--- config.mk ---
export PLATFORM = sky130hd
export DESIGN_NAME = wsched_top
export DESIGN_NICKNAME = d
export VERILOG_FILES = /design/src/rtl/wsched_pkg.sv /design/src/rtl/wsched_sboard.sv /design/src/rtl/wsched_pick.sv /design/src/rtl/wsched_alloc.sv /design/src/rtl/wsched_top.sv
export SDC_FILE = /design/constraint.sdc
export NUM_CORES = 1
export LEC_CHECK = 0
export BUFFER_PORTS_ARGS = -buffer_cell sky130_fd_sc_hd__buf_2
export CAP_MARGIN = 5
export CORE_MARGIN = 2
export CORE_UTILIZATION = 58
export DETAILED_ROUTE_END_ITERATION = 10
export GPL_ROUTABILITY_DRIVEN = 0
export PLACE_DENSITY = 0.83
export SLEW_MARGIN = 20
export SYNTH_ARGS = -nofsm -noshare
export SYNTH_HDL_FRONTEND = slang
export SYNTH_HIERARCHICAL = 1
export SYNTH_SLANG_ARGS = --single-unit
--- constraint.sdc ---
create_clock -name clk_i -period 12.49 [get_ports clk_i]
set_clock_uncertainty 0.05 [all_clocks]
set_input_delay 2.498 -clock clk_i [delete_from_list [all_inputs] [get_ports clk_i]]
set_output_delay 2.498 -clock clk_i [all_outputs]
set_load 0.01 [all_outputs]
--- src/rtl/wsched_pkg.sv ---
package wsched_pkg;
  typedef enum logic {BEAT_LO = 1'b0, BEAT_HI = 1'b1} beat_e;
  localparam int unsigned SLOTS  = 2;  // visible instructions per warp
  localparam int unsigned SCHEDS = 2;  // even / odd warp schedulers
endpackage

--- src/rtl/wsched_sboard.sv ---
module wsched_sboard #(
  parameter int unsigned NUM_REGS = 16,
  parameter int unsigned REG_W    = 4
) (
  input  logic                          clk_i,
  input  logic                          rst_ni,
  input  logic [1:0]                    set_i,
  input  logic [1:0][REG_W-1:0]         set_idx_i,
  input  logic                          clr_i,
  input  logic [REG_W-1:0]              clr_idx_i,
  output logic [NUM_REGS-1:0]           busy_o
);
  logic [NUM_REGS-1:0] busy_q, busy_d;

  always_comb begin
    busy_d = busy_q;
    if (clr_i) busy_d[clr_idx_i] = 1'b0;
    // set wins over a same-cycle clear
    for (int s = 0; s < 2; s++)
      if (set_i[s]) busy_d[set_idx_i[s]] = 1'b1;
  end

  always_ff @(posedge clk_i or negedge rst_ni)
    if (!rst_ni) busy_q <= '0;
    else         busy_q <= busy_d;

  assign busy_o = busy_q;
endmodule

--- src/rtl/wsched_pick.sv ---
module wsched_pick #(
  parameter int unsigned LOCAL = 2,
  parameter int unsigned LOC_W = 1
) (
  input  logic              clk_i,
  input  logic              rst_ni,
  input  logic [LOCAL-1:0]  elig_i,
  input  logic              adv_i,
  output logic [LOC_W-1:0]  sel_o,
  output logic              any_o
);
  logic [LOC_W-1:0] last_q;

  always_comb begin
    int idx;
    sel_o = '0;
    any_o = 1'b0;
    // walk from farthest to nearest so the nearest eligible wins
    for (int off = LOCAL; off >= 1; off--) begin
      idx = (int'(last_q) + off) % LOCAL;
      if (elig_i[idx]) begin
        sel_o = LOC_W'(idx);
        any_o = 1'b1;
      end
    end
  end

  always_ff @(posedge clk_i or negedge rst_ni)
    if (!rst_ni)    last_q <= LOC_W'(LOCAL - 1);
    else if (adv_i) last_q <= sel_o;
endmodule

--- src/rtl/wsched_alloc.sv ---
module wsched_alloc #(
  parameter int unsigned NUM_PIPES = 3
) (
  input  logic [NUM_PIPES-1:0] free_i,
  input  logic [1:0][1:0]      want_i,
  input  logic                 prio_i,
  output logic [NUM_PIPES-1:0] own_o,
  output logic [NUM_PIPES-1:0] own_sched_o,
  output logic [NUM_PIPES-1:0] own_slot_o,
  output logic [1:0][1:0]      gcnt_o
);
  always_comb begin
    logic [NUM_PIPES-1:0] left;
    logic sc;
    int n;
    own_o       = '0;
    own_sched_o = '0;
    own_slot_o  = '0;
    gcnt_o      = '0;
    left        = free_i;
    for (int pass = 0; pass < 2; pass++) begin
      sc = (pass == 0) ? prio_i : !prio_i;
      n  = 0;
      for (int i = 0; i < NUM_PIPES; i++) begin
        if (left[i] && n < int'(want_i[sc])) begin
          own_o[i]       = 1'b1;
          own_sched_o[i] = sc;
          own_slot_o[i]  = n[0];
          left[i]        = 1'b0;
          n++;
        end
      end
      gcnt_o[sc] = 2'(n);
    end
  end
endmodule

--- src/rtl/wsched_top.sv ---
module wsched_top
  import wsched_pkg::*;
#(
  parameter  int unsigned NUM_WARPS = 4,
  parameter  int unsigned NUM_REGS  = 16,
  parameter  int unsigned NUM_PIPES = 3,
  localparam int unsigned REG_W     = $clog2(NUM_REGS),
  localparam int unsigned WID_W     = $clog2(NUM_WARPS)
) (
  input  logic                                clk_i,
  input  logic                                rst_ni,
  input  logic [NUM_WARPS-1:0][1:0]           ins_valid_i,
  input  logic [NUM_WARPS-1:0][1:0][REG_W-1:0] ins_dst_i,
  input  logic [NUM_WARPS-1:0][1:0][REG_W-1:0] ins_src_a_i,
  input  logic [NUM_WARPS-1:0][1:0][REG_W-1:0] ins_src_b_i,
  input  logic [NUM_WARPS-1:0][1:0]           ins_use_a_i,
  input  logic [NUM_WARPS-1:0][1:0]           ins_use_b_i,
  output logic [NUM_WARPS-1:0][1:0]           ins_ready_o,
  input  logic                                wb_valid_i,
  input  logic [WID_W-1:0]                    wb_warp_i,
  input  logic [REG_W-1:0]                    wb_reg_i,
  output logic [NUM_PIPES-1:0]                pipe_valid_o,
  output logic [NUM_PIPES-1:0]                pipe_beat_o,
  output logic [NUM_PIPES-1:0][WID_W-1:0]     pipe_warp_o,
  output logic [NUM_PIPES-1:0][REG_W-1:0]     pipe_dst_o
);
  localparam int unsigned LOCAL = NUM_WARPS / SCHEDS;
  localparam int unsigned LOC_W = (LOCAL > 1) ? $clog2(LOCAL) : 1;

  function automatic logic hit(input logic [NUM_REGS-1:0] busy,
                               input logic [REG_W-1:0] dst,
                               input logic [REG_W-1:0] sa, input logic ua,
                               input logic [REG_W-1:0] sb, input logic ub);
    return busy[dst] || (ua && busy[sa]) || (ub && busy[sb]);
  endfunction

  logic [NUM_REGS-1:0]      busy [NUM_WARPS];
  logic [NUM_WARPS-1:0]     ok0, ok1;
  logic [LOC_W-1:0]         sel_loc  [SCHEDS];
  logic [WID_W-1:0]         sel_warp [SCHEDS];
  logic [SCHEDS-1:0]        any_ok;
  logic [SCHEDS-1:0][1:0]   want, gcnt;
  logic [NUM_PIPES-1:0]     free, own, own_sched, own_slot;
  logic                     prio_q;

  // per-warp hazard check and scoreboard
  for (genvar w = 0; w < NUM_WARPS; w++) begin : g_warp
    logic dep;
    assign dep = (ins_use_a_i[w][1] && ins_src_a_i[w][1] == ins_dst_i[w][0]) ||
                 (ins_use_b_i[w][1] && ins_src_b_i[w][1] == ins_dst_i[w][0]) ||
                 (ins_dst_i[w][1] == ins_dst_i[w][0]);
    assign ok0[w] = ins_valid_i[w][0] &&
                    !hit(busy[w], ins_dst_i[w][0], ins_src_a_i[w][0], ins_use_a_i[w][0],
                         ins_src_b_i[w][0], ins_use_b_i[w][0]);
    assign ok1[w] = ins_valid_i[w][1] && !dep &&
                    !hit(busy[w], ins_dst_i[w][1], ins_src_a_i[w][1], ins_use_a_i[w][1],
                         ins_src_b_i[w][1], ins_use_b_i[w][1]);

    wsched_sboard #(.NUM_REGS(NUM_REGS), .REG_W(REG_W)) u_sb (
      .clk_i     (clk_i),
      .rst_ni    (rst_ni),
      .set_i     (ins_ready_o[w]),
      .set_idx_i (ins_dst_i[w]),
      .clr_i     (wb_valid_i && (wb_warp_i == WID_W'(w))),
      .clr_idx_i (wb_reg_i),
      .busy_o    (busy[w])
    );
  end

  // per-scheduler warp selection
  for (genvar s = 0; s < SCHEDS; s++) begin : g_sch
    logic [LOCAL-1:0] elig, pair;
    always_comb
      for (int k = 0; k < LOCAL; k++) begin
        elig[k] = ok0[k*SCHEDS + s];
        pair[k] = ok1[k*SCHEDS + s];
      end

    wsched_pick #(.LOCAL(LOCAL), .LOC_W(LOC_W)) u_pick (
      .clk_i  (clk_i),
      .rst_ni (rst_ni),
      .elig_i (elig),
      .adv_i  (gcnt[s] != 2'd0),
      .sel_o  (sel_loc[s]),
      .any_o  (any_ok[s])
    );

    assign sel_warp[s] = WID_W'(int'(sel_loc[s]) * SCHEDS + s);
    assign want[s]     = !any_ok[s] ? 2'd0 : (pair[sel_loc[s]] ? 2'd2 : 2'd1);
  end

  always_ff @(posedge clk_i or negedge rst_ni)
    if (!rst_ni) prio_q <= 1'b0;
    else         prio_q <= !prio_q;

  wsched_alloc #(.NUM_PIPES(NUM_PIPES)) u_alloc (
    .free_i      (free),
    .want_i      (want),
    .prio_i      (prio_q),
    .own_o       (own),
    .own_sched_o (own_sched),
    .own_slot_o  (own_slot),
    .gcnt_o      (gcnt)
  );

  always_comb begin
    ins_ready_o = '0;
    for (int s = 0; s < SCHEDS; s++) begin
      if (gcnt[s] != 2'd0) ins_ready_o[sel_warp[s]][0] = 1'b1;
      if (gcnt[s] == 2'd2) ins_ready_o[sel_warp[s]][1] = 1'b1;
    end
  end

  // pipe beat registers
  for (genvar i = 0; i < NUM_PIPES; i++) begin : g_pipe
    logic              pv_q;
    beat_e             pb_q;
    logic [WID_W-1:0]  pw_q;
    logic [REG_W-1:0]  pd_q;
    logic [WID_W-1:0]  gw;

    assign gw      = sel_warp[own_sched[i]];
    assign free[i] = !(pv_q && pb_q == BEAT_LO);

    always_ff @(posedge clk_i or negedge rst_ni)
      if (!rst_ni) begin
        pv_q <= 1'b0;
        pb_q <= BEAT_LO;
        pw_q <= '0;
        pd_q <= '0;
      end else if (own[i]) begin
        pv_q <= 1'b1;
        pb_q <= BEAT_LO;
        pw_q <= gw;
        pd_q <= ins_dst_i[gw][own_slot[i]];
      end else if (pv_q && pb_q == BEAT_LO) begin
        pb_q <= BEAT_HI;
      end else begin
        pv_q <= 1'b0;
      end

    assign pipe_valid_o[i] = pv_q;
    assign pipe_beat_o[i]  = pb_q;
    assign pipe_warp_o[i]  = pw_q;
    assign pipe_dst_o[i]   = pd_q;
  end
endmodule

==> flow_summary.yaml, run 1 <==
critical_path:
  cp_max_fo: 22
  cp-startpoint: "ins_dst_i[8]"
  critPathLaunchType: "input pin"
  r2r-end: "g_warp[1].u_sb/busy_o[1]"
  critPathKind: "in -> out"
  rr_worst_depth: 24
  regToRegStartpoint: "g_warp[3].u_sb/busy_o[15]"
  cp-end-kind: "primary output"
  endpoint: "ins_ready_o[3]"
  timing.reg2reg.setup_slack_ns: 5.44
  cp_data_required_time_ns: 9.94
  arrival_ns: 8.77
pwr:
  peakVddDrop_mv: 0.1085
  p_per_area_nw_per_um2: 225.5
  leakage_nw: 4.076
route:
  drtPass1Iterations: 8
  drc: 0
  antenna_left: 0
  wl_per_cell_um: 24.71
  drt_iter0_drc: 1087
  vias: 8843
  totalWireLength_mm: 29.16
  routed_via_density: 7.494
sta:
  fin_setup_tns_ns: 0
  hold_viol: 0
  max_slew_margin_pct: 37.87
  timing.final.crit_share_pct: 90.60
  setup_viol: 0
  finalCriticalPeriod_ns: 11.32
  final_max_slew_viol_count: 0
  max_freq_mhz: 88.37
  grt_setup_unrepaired: "no"
  tightest_slew_ns: 0.9061
clock_network:
  cts.clk_slew.worst_paths_ns: 0.07
  cts_made_buffers: 9
  clockBufferDepth: 2
  h-tree-depth: 3
  cts.sinks: 91
  root_buffer: "clkbuf_16"
  cts_hold_buf: 0
  clk_latency_ns: 0.36
  cts_tree: "built"
  cts_setup_buffers: 0
  postCtsResizedCells: 0
die:
  design.die.area_sq_um: 17380
  io_pins: 161
  fp.dieW_um: 131.8
  rows: 46
  core_sq_um: 15940
  initial_core_util_pct: 59.44
  die_height_um: 131.8
synthesis:
  ys_warn_count: 6
  synth_seq_cells: 91
  netlist_instances: 848
  ys_seq_area_share_pct: 24.06
  synth_top_area_share_pct: 28.76
  ys_types: 72
  synth-edff-count: 0
  yosysMostFrequentCell: "mux4_2"
  netlist_top_cells_count: "mux4_2 (121), dfrtp_1 (89), o221ai_1 (62)"
  netlist_area_sq_um: 9477
  syn_avg_cell_area_sq_um: 11.18
  syn_nets: 983
  async_reset_ff_share_pct: 100.0
  ys_top_cells_by_area: "mux4_2 (29%), dfrtp_1 (24%), o221ai_1 (5.7%)"
  synthFlopType: "dfrtp_1"
  synth_area_leader_cell: "mux4_2"
place:
  place_area_sq_um: 10250
  dp_hpwl_mm: 21.00
  port_buffers: 160
global_route:
  grt_pass1_wl_mm: 46.81
  grt_util_all_layers_pct: 34.03
  grt_max_degree: 86
  antenna_found_initial: 0
  first_global_vias: 8871
  grt-ovfl-total: 0
layout:
  nets: 1094
  stdcell_area_sq_um: 10590
  area_growth_syn_to_layout_pct: 11.72
  diodes: 0
  drive_gt1_share_pct: 35.68
status:
  status: "finished clean"
flow_run:
  maxCapViolations: 0
worst_hold_path:
  min_path_type: "reg -> reg"
-- state kept, by name, indices dropped and copies added, names as in the netlist --
| register | count |
|---|---|
| g_pipe.pw_q | 6 |
| prio_q | 1 |
| g_sch.u_pick/last_q | 2 |
| g_warp.u_sb/busy_o | 64 |
| g_pipe.pb_q | 3 |
| g_pipe.pd_q | 12 |
| g_pipe.pv_q | 3 |
-- final cells by class --
type	instances	area [sq um]
clock buffer	12	256.5
sequential	91	2280
fill	1239	5355
timing repair buffer	166	852.1
multi-input combinational	681	6819
clock inverter	4	72.57
tap	216	270.3
inverter	10	37.54
-- per-layer routing --
metal / GRT usage [%] / wire length [um] / vias up / part of all wire [%]
met5: 0 / 5 / - / 0.017
met4: 13.77 / 1050 / 2 / 3.6
met3: 8.612 / 3593 / 123 / 12
met2: 53.32 / 13540 / 748 / 46
met1: 45.86 / 10970 / 4269 / 38
li1: - / - / 3701 / -
-- kinds of logic after synthesis --
family,count (synthesis),synth area share [%]
simple gates,259,16.17
mux,182,36.59
flops,91,24.06
fa+ha+maj,6,0.7922
other cells,1,0.03957
xor+xnor,48,4.515
buf+inv,76,3.987
compound gates,185,13.85
-- how the worst min path moves through the flow --
stage	from	slack [ns]	to	cells past startpoint
CTS	g_pipe[2].pb_q	0.46	g_pipe[2].pb_q	2
floorplan	prio_q	0.39	prio_q	1
global placement	g_pipe[2].pb_q	0.44	g_pipe[2].pb_q	2
finish	g_pipe[2].pb_q	0.45	g_pipe[2].pb_q	2
detailed placement	g_pipe[2].pb_q	0.45	g_pipe[2].pb_q	2
global route	g_pipe[2].pb_q	0.49	g_pipe[2].pb_q	2
-- worst max-delay path: stages --
cell      delay [ns]
buf_2           0.34
mux4_2          0.56
mux4_2          0.47
nand3b_1        0.16
a21oi_1         0.30
a21boi_2        0.08
buf_4           0.23
nand4b_1        0.20
or3_1           0.31
nor4_1          0.46
o21a_1          0.34
nor2_1          0.13
and3b_1         0.22
o21ai_1         0.21
inv_1           0.08
ha_1            0.22
ha_1            0.27
o21ai_0         0.07
and4b_1         0.36
xor2_2          0.11
mux2_2          0.31
nor3b_1         0.56
buf_2           0.25
-- where the power goes --
part | leakage, nW | total, mW | switching (mW) | internal [mW]
clock network | 0.159 | 0.304 | 0.118 | 0.186
registers | 1.08 | 0.705 | 0.262 | 0.444
logic | 2.84 | 1.38 | 0.650 | 0.728
total | 4.08 | 2.39 | 1.03 | 1.36
-- metrics by stage --
step | std cells | power, mW | setup slack (ns) | hold slack, ns | utilization (%)
after detailed placement | 1164 | 2.049 | 1.288 | 0.4475 | 64.32
after global placement | 1164 | 2.004 | 1.461 | 0.4350 | 64.32
after floorplan | 848 | 1.651 | 1.962 | 0.3950 | -
after CTS | 1180 | 2.360 | 1.258 | 0.4599 | 66.39
final | 1180 | 2.387 | 1.174 | 0.4518 | 66.41
after global routing | 1180 | 2.525 | 0.7927 | 0.4855 | 66.41
-- placed cells by master, fill, tap and decap left out, drive strengths merged, types with 7 or more instances in the layout --
cell type,count
o41ai,7
o31ai,10
nor2,36
o21ai,55
clkbuf,12
dfrtp,89
buf,166
nand4,10
or3b,10
nor2b,10
a21oi,26
mux4,127
xor2,23
mux2,21
nand2b,36
mux2i,34
or2,15
nor4,9
xnor2,25
nand3,30
nand3b,30
nand2,40
o221ai,63
inv,10
Note: power is estimated with default switching activity, not from simulation.
==> run 2, diff against run 1 <==
--- a/config.mk
+++ b/config.mk
@@ -5,13 +5,13 @@
 export SDC_FILE = /design/constraint.sdc
 export NUM_CORES = 1
 export LEC_CHECK = 0
-export BUFFER_PORTS_ARGS = -buffer_cell sky130_fd_sc_hd__buf_2
 export CAP_MARGIN = 5
 export CORE_MARGIN = 2
-export CORE_UTILIZATION = 58
+export CORE_UTILIZATION = 60
 export DETAILED_ROUTE_END_ITERATION = 10
+export DONT_BUFFER_PORTS = 1
 export GPL_ROUTABILITY_DRIVEN = 0
-export PLACE_DENSITY = 0.83
+export PLACE_DENSITY = 0.77
 export SLEW_MARGIN = 20
 export SYNTH_ARGS = -nofsm -noshare
 export SYNTH_HDL_FRONTEND = slang
==> run 2 against run 1 <==
  * Routed wire length down 1.3%
  * Register-to-register slack worse by 0.37 ns
  * Global-route usage grew 0.40 points
  * Largest cell class unchanged
  * Flip-flop and latch count stayed put
  * Largest power group unchanged
  * Non-clock buffer count is 162 lower
  * Critical path type unchanged
  * Cell count fell by 14%
  * Clock power fell by 8.6%
  * Die area fell by 3.2%
==> flow_summary.yaml, run 2 (same netlist as run 1, synthesis figures left out) <==
clock_network:
  clockBufferDepth: 2
  cts_hold_buf: 0
  postCtsResizedCells: 0
  cts.clk_slew.worst_paths_ns: 0.07
  root_buffer: "clkbuf_16"
  clk_latency_ns: 0.36
  h-tree-depth: 3
  cts_made_buffers: 9
  cts_setup_buffers: 0
  cts_tree: "built"
  cts.sinks: 91
critical_path:
  critPathLaunchType: "input pin"
  timing.reg2reg.setup_slack_ns: 5.07
  r2r-end: "g_warp[0].u_sb/busy_o[14]"
  slowest_delay_ns: 0.82
  crit_family: "simple AND/OR/NAND/NOR gates"
  regToRegStartpoint: "g_warp[1].u_sb/busy_o[15]"
  critPathKind: "in -> out"
  worst-path-buf-inv: 2
  cp_data_required_time_ns: 9.94
  critical_path.slowest_cell: "nor3b_1"
  cp_max_fo: 22
  arrival_ns: 8.55
  crit_path_cell_trace: "mux4_2, mux4_2, nand3b_1, a21oi_1, a21boi_2, buf_4, nand4b_1, or3_1, nor4_1, o21a_1, nor2_1, and3b_1, o21ai_1, inv_1, ha_1, ha_1, o21ai_0, and4b_1, xor2_2, mux2_2, nor3b_1"
  cp-end-kind: "primary output"
  rr_worst_depth: 23
pwr:
  p_per_area_nw_per_um2: 231.5
  pwr-share-seq_pct: 32.6
  swShare_pct: 43.20
  switching_power_mw: 0.9728
  leakage_nw: 3.405
  pwr-share-clk_pct: 12.4
  p_comb_share_pct: 55.0
  power.internal_mw: 1.279
  peakVddDrop_mv: 0.1048
sta:
  final_max_slew_viol_count: 0
  fin_setup_tns_ns: 0
  max_slew_margin_pct: 31.99
  max_freq_mhz: 90.09
  setup_viol: 0
  hold_viol: 0
  tightest_slew_ns: 1.018
  finalCriticalPeriod_ns: 11.10
  grt_setup_unrepaired: "no"
  timing.final.crit_share_pct: 88.87
layout:
  largest_reg_flops: 64
  fillers: 1185
  nets: 932
  most-common-layout-cells: "mux4_2 (121), dfrtp_1 (89), o221ai_1 (62), nand2_1 (39), nor2_1 (36)"
  seq_area_sq_um: 2280
  final_common_cell: "mux4_2"
  fin_cells: 1013
  area_growth_syn_to_layout_pct: 2.641
  diodes: 0
  postLayoutCoreUtil_pct: 63.51
  drive_gt1_share_pct: 22.57
  multi_input_area_sq_um: 6819
global_route:
  antenna_found_initial: 0
  grt-ovfl-total: 0
  first_global_vias: 8077
  grt_pass1_wl_mm: 44.18
  grt_max_degree: 92
  grt_util_all_layers_pct: 34.43
worst_hold_path:
  min_path_cells: 2
  hold_end: "g_pipe[0].pb_q"
  min_path_type: "reg -> reg"
  min_from: "g_pipe[0].pb_q"
route:
  drc: 0
  drt_iter0_drc: 1085
  drtPass1Iterations: 5
  vias: 8198
  totalWireLength_mm: 28.77
  wl_per_cell_um: 28.40
  antenna_left: 0
  routed_via_density: 8.093
die:
  fp.dieW_um: 129.7
  rows: 45
  design.die.area_sq_um: 16820
  core_sq_um: 15310
  initial_core_util_pct: 61.88
  io_pins: 161
  die_height_um: 129.7
status:
  status: "finished clean"
place:
  dp_hpwl_mm: 20.80
  dp.cells: 997
  port_buffers: 0
flow_run:
  maxCapViolations: 0
## run 2: metal layers
metal	track usage [%]	wire, um
met5	0	0
met4	12.33	801
met3	11.11	4245
met2	54.17	13620
met1	45.30	10110
## run 2: tightest hold or removal path, stage by stage, from the launching register on
cell	delay, ns
dfrtp_1	0.41
nor2_1	0.06
nor2_1	0.07
## run 2: how the worst max path moves through the flow
stage | from | to | slack (ns) | cells past startpoint
5_1_grt | ins_dst_i[8] | ins_ready_o[3] | 1.13 | 21
2_1_floorplan | ins_dst_i[16] | ins_ready_o[1] | 1.96 | 23
4_1_cts | ins_dst_i[8] | ins_ready_o[1] | 1.49 | 21
3_3_place_gp | ins_dst_i[8] | ins_ready_o[1] | 1.74 | 22
3_5_place_dp | ins_dst_i[8] | ins_ready_o[1] | 1.51 | 21
6_report | ins_dst_i[8] | ins_ready_o[1] | 1.39 | 21
## run 2: power by group through the flow
stage | Clock (mW) | Sequential (mW) | Combinational, mW
2_1_floorplan | 0 | 0.589 | 1.06
3_3_place_gp | 0 | 0.713 | 1.17
3_5_place_dp | 0 | 0.724 | 1.21
4_1_cts | 0.279 | 0.720 | 1.22
5_1_grt | 0.289 | 0.751 | 1.33
6_report | 0.278 | 0.735 | 1.24
## run 2: final cells by class
cell class / count / area share, %
clock buffer: 12 / 2.534
clock inverter: 4 / 0.5145
inverter: 10 / 0.3859
multi-input combinational: 681 / 70.11
sequential: 91 / 23.44
tap: 211 / 2.714
timing repair buffer: 4 / 0.3087
## run 2: per-stage QoR
stage	hold slack [ns]	setup WS [ns]	cell area, sq um	power [mW]
2_1_floorplan	0.3950	1.962	9477	1.651
3_3_place_gp	0.5067	1.743	9430	1.878
3_5_place_dp	0.5118	1.512	9430	1.938
4_1_cts	0.5275	1.493	9727	2.223
5_1_grt	0.5671	1.126	9727	2.370
6_report	0.5252	1.390	9727	2.252
==> run 3, diff against run 2 <==
--- a/config.mk
+++ b/config.mk
@@ -5,13 +5,14 @@
 export SDC_FILE = /design/constraint.sdc
 export NUM_CORES = 1
 export LEC_CHECK = 0
+export ABC_AREA = 1
 export CAP_MARGIN = 5
 export CORE_MARGIN = 2
-export CORE_UTILIZATION = 60
+export CORE_UTILIZATION = 35
 export DETAILED_ROUTE_END_ITERATION = 10
 export DONT_BUFFER_PORTS = 1
 export GPL_ROUTABILITY_DRIVEN = 0
-export PLACE_DENSITY = 0.77
+export PLACE_DENSITY = 0.5
 export SLEW_MARGIN = 20
 export SYNTH_ARGS = -nofsm -noshare
 export SYNTH_HDL_FRONTEND = slang
==> run 3 against run 2 <==
  * Via count is 55% higher
  * Critical path depth grew 13
  * Setup slack improved by 0.99 ns
  * Fmax rose by 9.8%
  * Cell count increased by 130%
  * First-iteration DRC count grew 17%
  * Utilization shrank 27 points
  * Area after synthesis increased by 17%
  * Die area increased by 97%
  * Critical path type unchanged
  * Largest power group unchanged
==> flow_summary.yaml, run 3 <==
route:
  routed_via_density: 5.570
  wl_per_cell_um: 19.03
  antenna_left: 0
  drt_iter0_drc: 1272
  totalWireLength_mm: 43.49
  drc: 0
  drtPass1Iterations: 7
  vias: 12728
layout:
  area_growth_syn_to_layout_pct: 2.704
  final_common_cell: "nand2_1"
  nets: 2012
  drive_gt1_share_pct: 6.004
  fillers: 3525
  largest_reg_flops: 64
  seq_area_sq_um: 2280
  most-common-layout-cells: "nand2_1 (410), nor2_1 (270), o21ai_0 (256), inv_1 (222), nand3_1 (216)"
  multi_input_area_sq_um: 7269
critical_path:
  cp-startpoint: "ins_dst_i[0]"
  worst-path-buf-inv: 3
  arrival_ns: 7.56
  slowest_delay_ns: 0.85
  endpoint: "ins_ready_o[4]"
  timing.reg2reg.setup_slack_ns: 6.16
  regToRegStartpoint: "g_warp[2].u_sb/busy_o[2]"
  cp_max_fo: 15
  crit_top_cell: "nand2_1"
  cp_num_cells: 34
  critPathLaunchType: "input pin"
  cp-end-kind: "primary output"
  critical_path.slowest_cell: "a21oi_1"
  rr_worst_depth: 38
  crit_family: "simple AND/OR/NAND/NOR gates"
  r2r-end: "g_pipe[2].pd_q[0]"
  critPathKind: "in -> out"
  cp_data_required_time_ns: 9.94
global_route:
  grt_max_degree: 92
  first_global_vias: 11792
  antenna_found_initial: 1
  grt-ovfl-total: 0
  grt_pass1_wl_mm: 67.39
  grt_util_all_layers_pct: 25.81
die:
  fp.dieW_um: 182.1
  initial_core_util_pct: 35.37
  design.die.area_sq_um: 33170
  io_pins: 161
  rows: 65
  core_sq_um: 31390
  die_height_um: 182.1
clock_network:
  cts_hold_buf: 0
  postCtsResizedCells: 0
  cts_tree: "built"
  clockBufferDepth: 2
  cts_made_buffers: 9
  cts_setup_buffers: 0
  h-tree-depth: 3
  cts.clk_slew.worst_paths_ns: 0.07
  root_buffer: "clkbuf_16"
  cts.sinks: 91
  clk_latency_ns: 0.36
synthesis:
  synthFlopType: "dfrtp_1"
  ys_seq_area_share_pct: 20.53
  synth_area_leader_cell: "dfrtp_1"
  netlist_top_cells_count: "nand2_1 (410), nor2_1 (270), o21ai_0 (258)"
  netlist_instances: 1941
  synth_seq_cells: 91
  synth_top_area_share_pct: 20.06
  syn_avg_cell_area_sq_um: 5.721
  netlist_area_sq_um: 11100
  ys_warn_count: 6
  ys_types: 44
  yosysMostFrequentCell: "nand2_1"
  ys_top_cells_by_area: "dfrtp_1 (20%), nand2_1 (14%), o21ai_0 (12%)"
  syn_nets: 2076
  async_reset_ff_share_pct: 100.0
  synth-edff-count: 0
pwr:
  p_per_area_nw_per_um2: 174.6
  peakVddDrop_mv: 0.07901
  total_power_mw: 1.991
  leakage_nw: 5.320
sta:
  final_max_slew_viol_count: 0
  fin_ws_ns: 2.383
  max_freq_mhz: 98.94
  max_slew_margin_pct: 27.91
  timing.final.crit_share_pct: 80.92
  setup_viol: 0
  tightest_slew_ns: 1.081
  finalCriticalPeriod_ns: 10.11
  fin_setup_tns_ns: 0
  grt_setup_unrepaired: "no"
  hold_viol: 0
place:
  dp_hpwl_mm: 32.85
  port_buffers: 0
  dp_slack_ns: 2.374
status:
  status: "finished clean"
worst_hold_path:
  min_from: "g_sch[1].u_pick/last_q"
  min_path_type: "reg -> reg"
flow_run:
  maxCapViolations: 0
==> run 3: metrics by stage <==
stage                     area, sq um  hold slack, ns  instances  utilization (%)
after floorplan                 11100          0.3961       1941                -
after global placement          11080          0.4039       2268            35.29
after detailed placement        11080          0.4072       2268            35.29
after CTS                       11400          0.4174       2284            36.32
after global routing            11400          0.4328       2285            36.33
final                           11400          0.4151       2285            36.33
==> run 3: kinds of logic after synthesis <==
logic type | after synthesis | share of synthesized area [%]
AOI/OAI and AO/OA | 522 | 26.19
xor gates and xnor gates | 4 | 0.3156
adders and majority gates | 6 | 0.6760
buffers and inverters | 337 | 14.12
DFF | 91 | 20.53
other | 1 | 0.03377
and+or+nand+nor | 980 | 38.14
==> run 3: worst min-delay path by stage <==
| stage | end | cells after the start |
|---|---|---|
| after global routing | g_sch[1].u_pick/last_q | 2 |
| after CTS | g_sch[1].u_pick/last_q | 2 |
| final | g_sch[1].u_pick/last_q | 2 |
| after detailed placement | g_sch[1].u_pick/last_q | 2 |
| after global placement | g_sch[1].u_pick/last_q | 2 |
| after floorplan | g_sch[0].u_pick/last_q | 2 |
==> run 3: area by class of cell <==
cell class	count	area share, %
multi-input combinational	1513	63.74
sequential	91	19.99
inverter	253	8.393
tap	402	4.410
clock buffer	9	1.975
clock inverter	7	0.8777
timing repair buffer	9	0.5924
antenna	1	0.02194
==> run 3: worst reg2reg max path: cells and delay by family, from the launching register on <==
family,cells,cell delay (ns)
and+or+nand+nor,21,2.47
adders and majority gates,2,0.50
AOI/OAI and AO/OA,10,1.92
DFF,1,0.39
buffers and inverters,5,0.86
==> run 3: where the power goes <==
group | total (mW) | switching [mW] | internal, mW
Clock | 0.311 | 0.134 | 0.177
Combinational | 1.02 | 0.700 | 0.322
Sequential | 0.658 | 0.224 | 0.434
Total | 1.99 | 1.06 | 0.933
==> run 3: metal layers <==
metal / wire [um] / part of all wire, % / vias up / track usage, %
met3: 3365 / 7.7 / 81 / 4.969
met4: 1321 / 3.0 / 0 / 8.581
li1: - / - / 6316 / -
met1: 18840 / 43 / 5831 / 33.66
met5: 0 / 0 / - / 0
met2: 19970 / 46 / 500 / 42.90
